`config.mk`:
```
export PLATFORM = sky130hd
export DESIGN_NAME = mosaic_yc_split
export DESIGN_NICKNAME = d
export VERILOG_FILES = /design/src/rtl/mosaic_yc_pkg.sv /design/src/rtl/myc_pair_track.sv /design/src/rtl/myc_pair_math.sv /design/src/rtl/myc_out_stage.sv /design/src/rtl/mosaic_yc_split.sv
export SDC_FILE = /design/constraint.sdc
export NUM_CORES = 1
export LEC_CHECK = 0
export CELL_PAD_IN_SITES_DETAIL_PLACEMENT = 0
export CELL_PAD_IN_SITES_GLOBAL_PLACEMENT = 1
export CORE_MARGIN = 5
export CORE_UTILIZATION = 43
export CTS_CLUSTER_SIZE = 40
export DETAILED_ROUTE_END_ITERATION = 8
export DONT_BUFFER_PORTS = 1
export PLACE_DENSITY = 0.75
export SLEW_MARGIN = 30
export SYNTH_ARGS = -nofsm -noshare
export SYNTH_HDL_FRONTEND = slang
export SYNTH_HIERARCHICAL = 1
export SYNTH_SLANG_ARGS = --single-unit
export TNS_END_PERCENT = 30
```
`constraint.sdc`:
```
create_clock -name clk -period 2 [get_ports clk]
set_input_delay 0.1 -clock clk [delete_from_list [all_inputs] [get_ports clk]]
set_output_delay 0.1 -clock clk [all_outputs]
set_load 0.02 [all_outputs]
```
`src/rtl/mosaic_yc_pkg.sv`:
```
package mosaic_yc_pkg;
  typedef enum logic {
    PH_FIRST  = 1'b0,
    PH_SECOND = 1'b1
  } pair_phase_e;

  localparam logic TAG_R_MINUS_Y = 1'b0;
  localparam logic TAG_NEG_B_MINUS_Y = 1'b1;
endpackage

```
`src/rtl/myc_pair_track.sv`:
```
module myc_pair_track
  import mosaic_yc_pkg::*;
#(
  parameter int IN_W = 10
) (
  input  logic            clk,
  input  logic            rst,
  input  logic            in_valid,
  input  logic [IN_W-1:0] in_data,
  input  logic            line_start,
  input  logic            line_odd,
  output logic            pair_done,
  output logic [IN_W-1:0] first_q,
  output logic            tag_q
);
  pair_phase_e phase_q;
  logic        restart;

  assign restart   = in_valid && line_start;
  assign pair_done = in_valid && !line_start && (phase_q == PH_SECOND);

  always_ff @(posedge clk) begin
    if (rst) begin
      phase_q <= PH_FIRST;
      first_q <= '0;
      tag_q   <= TAG_R_MINUS_Y;
    end else if (restart) begin
      phase_q <= PH_SECOND;
      first_q <= in_data;
      tag_q   <= line_odd;
    end else if (in_valid) begin
      if (phase_q == PH_FIRST) begin
        phase_q <= PH_SECOND;
        first_q <= in_data;
      end else begin
        phase_q <= PH_FIRST;
      end
    end
  end

  // the parity tag moves only at an accepted line start
  assert_tag_hold_R5: assert property (@(posedge clk) disable iff (rst)
    !restart |=> $stable(tag_q));

  // a line start always opens a fresh pair
  assert_restart_phase_R7: assert property (@(posedge clk) disable iff (rst)
    restart |=> (phase_q == PH_SECOND));

  // an idle cycle keeps the pairing phase
  assert_idle_phase_R6: assert property (@(posedge clk) disable iff (rst)
    !in_valid |=> $stable(phase_q));
endmodule

```
`src/rtl/myc_pair_math.sv`:
```
module myc_pair_math #(
  parameter int IN_W = 10
) (
  input  logic [IN_W-1:0]   smp_a,
  input  logic [IN_W-1:0]   smp_b,
  output logic [IN_W-1:0]   luma,
  output logic signed [IN_W:0] chroma
);
  localparam int SUM_W = IN_W + 1;

  logic [SUM_W-1:0] sum;

  always_comb begin
    sum    = {1'b0, smp_a} + {1'b0, smp_b};
    luma   = sum[SUM_W-1:1];
    chroma = $signed({1'b0, smp_b}) - $signed({1'b0, smp_a});
  end
endmodule

```
`src/rtl/myc_out_stage.sv`:
```
module myc_out_stage #(
  parameter int IN_W = 10
) (
  input  logic                 clk,
  input  logic                 rst,
  input  logic                 load,
  input  logic [IN_W-1:0]      luma,
  input  logic signed [IN_W:0] chroma,
  input  logic                 tag,
  output logic                 vld_q,
  output logic [IN_W-1:0]      luma_q,
  output logic signed [IN_W:0] chroma_q,
  output logic                 tag_q
);
  always_ff @(posedge clk) begin
    if (rst) begin
      vld_q    <= 1'b0;
      luma_q   <= '0;
      chroma_q <= '0;
      tag_q    <= 1'b0;
    end else begin
      vld_q <= load;
      if (load) begin
        luma_q   <= luma;
        chroma_q <= chroma;
        tag_q    <= tag;
      end
    end
  end
endmodule

```
`src/rtl/mosaic_yc_split.sv`:
```
module mosaic_yc_split #(
  parameter int IN_W = 10
) (
  input  logic                 clk,
  input  logic                 rst,
  input  logic                 in_valid,
  input  logic [IN_W-1:0]      in_data,
  input  logic                 line_start,
  input  logic                 line_odd,
  output logic                 y_valid,
  output logic [IN_W-1:0]      y_out,
  output logic signed [IN_W:0] c_out,
  output logic                 c_tag
);
  logic                 pair_done;
  logic [IN_W-1:0]      first_q;
  logic                 line_tag;
  logic [IN_W-1:0]      luma;
  logic signed [IN_W:0] chroma;

  myc_pair_track #(.IN_W(IN_W)) u_track (
    .clk        (clk),
    .rst        (rst),
    .in_valid   (in_valid),
    .in_data    (in_data),
    .line_start (line_start),
    .line_odd   (line_odd),
    .pair_done  (pair_done),
    .first_q    (first_q),
    .tag_q      (line_tag)
  );

  myc_pair_math #(.IN_W(IN_W)) u_math (
    .smp_a  (first_q),
    .smp_b  (in_data),
    .luma   (luma),
    .chroma (chroma)
  );

  myc_out_stage #(.IN_W(IN_W)) u_out (
    .clk      (clk),
    .rst      (rst),
    .load     (pair_done),
    .luma     (luma),
    .chroma   (chroma),
    .tag      (line_tag),
    .vld_q    (y_valid),
    .luma_q   (y_out),
    .chroma_q (c_out),
    .tag_q    (c_tag)
  );

  // one output per pair, never back to back
  assert_single_pulse_R2: assert property (@(posedge clk) disable iff (rst)
    y_valid |=> !y_valid);

  // no output after an idle input cycle
  assert_idle_no_out_R6: assert property (@(posedge clk) disable iff (rst)
    !in_valid |=> !y_valid);

  // the opening sample of a line never completes a pair
  assert_start_no_out_R7: assert property (@(posedge clk) disable iff (rst)
    (in_valid && line_start) |=> !y_valid);

  // held results do not move between pulses
  assert_hold_R8: assert property (@(posedge clk) disable iff (rst)
    !y_valid |-> ($stable(y_out) && $stable(c_out) && $stable(c_tag)));
endmodule

```
# == Word level (Yosys, flattened, before mapping) ==
# Index checks and enable logic that the tools add are counted.
# classes
n_mux,6
n_reduce_logical,6
n_eq_ne,1
add_sub_neg,2
# op_table
operator,count
$mux W10,3
$add A10 B10 Y11,1
$sub A10 B10 Y11,1
$logic_and A1 B1 Y1,3
$mux W1,3
$ne A2 B2 Y1 const B,1
$reduce_and A2 Y1,1
$reduce_bool A2 Y1,1
$logic_not A1 Y1,1
# word_totals
register_bits,35
output_inout_bits,23
word_cells,22
inputBits,15

# == Logic depth before layout (Yosys ltp) ==
# logic_depth
word_depth,3
ltp_mapped,11
ltp_nobuf,11

# == Hierarchy ==
# The synthesis kept the hierarchy.
# by_module_without_submodules
mod,seq_area_each_um2,area_per_inst_um2,cells_each,instances
myc_pair_math,0.0,930.9,131,1
myc_out_stage,460.4,829.5,73,1
myc_pair_track,240.2,549.3,54,1

# == Worst setup path before layout ==
# No wires, ideal clock.
# synth_path
path_kind,register -> register
startpoint,register u_track.first_q[0]
endpoint,register u_out.chroma_q[8]
setup_slack_ns,0.030
t_required_ns,1.872
stages_incl_launch_ff,11
period_less_slack_ns,1.970
arrival_ns,1.842
path_buffers,0
setup_time_ns,0.128
cell_sequence,dfxtp_1 > ha_1 > inv_1 > fa_1 > a21oi_1 > nor2_1 > a211oi_2 > a21oi_1 > xnor2_1 > mux2i_1 > nor2_1
# synth_between
elab_chain_len,1
# synth_lines
item,line,text
"start, declared",myc_pair_track.sv:13,"output logic [IN_W-1:0] first_q,"
"start signal, assigned",myc_pair_track.sv:29,first_q <= in_data;
"start signal, assigned",myc_pair_track.sv:34,first_q <= in_data;
$sub A10 B10 Y11,myc_pair_math.sv:16,"chroma = $signed({1'b0, smp_b}) - $signed({1'b0, smp_a});"
via chroma[8],mosaic_yc_split.sv:19,logic signed [IN_W:0] chroma;
"end signal, assigned",myc_out_stage.sv:25,chroma_q <= chroma;
"end, declared",myc_out_stage.sv:12,"output logic signed [IN_W:0] chroma_q,"
# The timed path passes the listed nets, and every way through them passes these cells.
# A chain may end at the register's enable or synchronous reset.

# == Worst setup path in the final report ==
# Same ends and word-level chain as after synthesis.

==> summary.txt <==
Global routing
  – Layer with the highest usage: met2
  – Grt met3 use: 0.04851
  – Total Routing Usage GR: 0.1416
  – Vias in the first global route: 1,669
  – First-pass GRT wire length: 8031 µm
  – Initial antenna violation count: 0
  – Pin count of the biggest net entering global routing: 44
  – Aggregate global routing overflow: 0
  – Met1 Use GR: 0.1945
  – Global routing usage on met2: 0.2092

Floorplan
  – Die height: 83.29 µm
  – Die Wd: 83.29 µm
  – I/O Pins: 38
  – Core ar.: 0.005172 mm²
  – Standard-cell rows: 26
  – Die ar.: 0.006937 mm²
  – Initial Utilization: 0.4465

Placed design
  – Detailed Place HPWL: 3558 µm
  – PortBufs: 0
  – Routability congestion estimate: 0.8281
  – Placed insts: 326
  – Pre-CTS setup slack: -0.07435 ns
  – DP Area: 0.002369 mm²

Yosys
  – Post-synth ARST share: 0
  – Post-synth top area cell: dfxtp_1
  – Seq/Total Area, Yosys: 0.3034
  – Yosys warnings: 6
  – Flops & latches, synth: 35
  – Synth top area share: 0.3034
  – Syn Area/Cell: 8.952 µm²
  – Net Count, Synth: 295
  – Main synth FF type: dfxtp_1
  – Post-Synthesis Cells: 258
  – Count leader, synth: nor2_1
  – Post-synth EDFFs: 0
  – Unique cell type count in the Yosys netlist: 40
  – Synth cell count leaders: 37 x nor2_1, 35 x dfxtp_1, 32 x mux2i_1
  – Post-synth design cell area: 0.002310 mm²
  – Synth area leaders: dfxtp_1 30%, mux2i_1 14%, ha_1 11%, nor2_1 6.0%, nand2b_1 5.4%

Route
  – TritonRoute pass-1 iters: 4
  – Initial DRC count: 100
  – Via density: 4.983
  – DRT antenna net count: 0
  – Total number of vias: 1,739
  – Routed WL: 4928 µm
  – Residual DRC count: 0
  – DR WL/cell: 14.12 µm

Clocking
  – Clk slew on worst S/H paths: 0.07 ns
  – H-tree lvl count: 2
  – Inserted Clock Buffers: 5
  – Clk_lat worst skew: 0.29 ns
  – CTS sink cnt: 35
  – Clock Root Buffer: clkbuf_8
  – Max clock buf depth: 2
  – CTS tree: yes

Power
  – Internal cell power: 1.200 mW
  – Lkg Pwr: 1.074 nW
  – Power Dens Cells: 646.5 mW/mm²
  – Switching Share: 0.3070
  – Sequential fraction of design power: 0.446
  – P_sw: 531.4 µW
  – Clk pwr share: 0.284
  – Comb pwr share: 0.270
  – Max VDD drop: 0.3101 mV

Cells and area
  – Ant diodes: 0
  – Layout area overhead: 15.93%
  – Final nets: 315
  – Fraction of layout cells with a size suffix above 1: 0.1613
  – Cell area after layout: 0.002678 mm²
  – Non-Filler Instances: 349

Timing
  – RSZ-0062 raised after global routing: true
  – Final Cycle Share: 0.9698
  – Min cycle time layout: 1.940 ns
  – Max-slew violation count: 0
  – Skew final: 0.004918 ns
  – Final-report setup violation count: 0
  – Fin. Hold Viols: 0
  – F_max: 515.6 MHz
  – Worst-margin pin slew: 0.4714 ns
  – Final setup margin: 0.06037 ns
  – Max-slew headroom: 0.6849
  – TNS Setup: 0 ns

Run status
  – Outcome: complete, no violations

Critical path
  – Critical Path Sink Type: flop
  – Critical Path RT: 2.18 ns
  – Crit path arrival time: 2.11 ns
  – Worst-path fanout max: 3
  – Startpoint class of the critical path: flop
  – WS Path Type: flop to flop

Flow run
  – MaxCap Viol Count: 0

Hold path
  – Worst Hold Class: input port to flop
area by class of cell:
type / instances / area (µm²)
flip-flops and latches: 35 / 701.9
repair buffers: 26 / 252.7
clock inverters: 1 / 5.005
well taps: 70 / 87.58
inverters: 24 / 90.09
clock buffers: 7 / 76.32
fillers: 500 / 2495
multi-input cells: 186 / 1464
logic make-up (layout without fill, tap and decap cells):
kind of cell             count (synthesis)  count (layout)  synth area share
XOR/XNOR                                15              15           0.05688
flip-flops                              35              35            0.3034
buffers and inverters                   37              58           0.09263
adder cells (fa/ha/maj)                 22              22            0.1257
AO/OA/AOI/OAI                           37              37            0.1127
AND/OR/NAND/NOR                         80              80            0.1701
multiplexers                            32              32            0.1387
path summary, 6_finish.rpt:
path                                   start                               to  slack [ns]  depth (start not counted)
min reg2reg  u_track/first_q[2]$_SDFFE_PP0P_  u_track/first_q[2]$_SDFFE_PP0P_        0.49                          2
max reg2reg  u_track/first_q[0]$_SDFFE_PP0P_   u_out/chroma_q[8]$_SDFFE_PP0P_        0.06                         10
min                                      rst         u_out/tag_q$_SDFFE_PP0P_        0.09                          2
max          u_track/first_q[0]$_SDFFE_PP0P_   u_out/chroma_q[8]$_SDFFE_PP0P_        0.06                         10
timing repair:
action                                 4_1_cts  5_1_grt
endpoints found under the hold margin       35        0
buffers inserted                             1        0
pin swaps                                    4       10
setup endpoints to repair                    5       13
hold buffers                                14        0
gates resized for setup                      1       19
critical path, stage by stage (launching register included):
cell,delay [ns]
dfxtp_2,0.35
ha_4,0.13
inv_2,0.03
fa_2,0.36
a21oi_2,0.15
nor2_1,0.06
a211oi_2,0.29
a21oi_1,0.13
xnor2_1,0.14
mux2i_1,0.13
nor2_1,0.05
state kept, by name (all words and copies together), names as in the netlist:
name / flops
u_out/chroma_q: 11
u_out/luma_q: 10
u_track/first_q: 10
u_out/tag_q: 1
u_out/vld_q: 1
u_track/phase_q: 1
u_track/tag_q: 1
cell usage in the layout, fill, tap and decap left out, drive strengths merged, types with 8 or more instances in the layout:
cell type and instances:
xnor2 9, nand2 8, dlygate4sd3 13, dfxtp 35
mux2i 32, buf 13, nand2b 21, ha 20
inv 24, a21oi 18, nor2 37
power groups by stage:
stage	logic, mW	registers (mW)	clock network, mW
global route	0.513	0.777	0.553
finish	0.467	0.773	0.492
CTS	0.442	0.773	0.518
detailed placement	0.400	0.789	0
global placement	0.397	0.788	0
floorplan	0.337	0.783	0
through the flow:
stage / utilization / power (mW) / hold slack [ns]
floorplan: - / 1.120 / 0.1716
global placement: 0.4579 / 1.185 / 0.1776
finish: 0.5177 / 1.731 / 0.08621
CTS: 0.5048 / 1.733 / 0.09057
detailed placement: 0.4579 / 1.189 / 0.1775
global route: 0.5177 / 1.843 / 0.1021
layer usage:
metal,part of all wire,up-vias,wire length [µm]
met5,0,-,0
met4,0.0065,0,32
met3,0.059,4,293
met2,0.43,47,2098
met1,0.51,799,2503
li1,-,889,-
No activity file was read; power rests on OpenSTA's default activity.
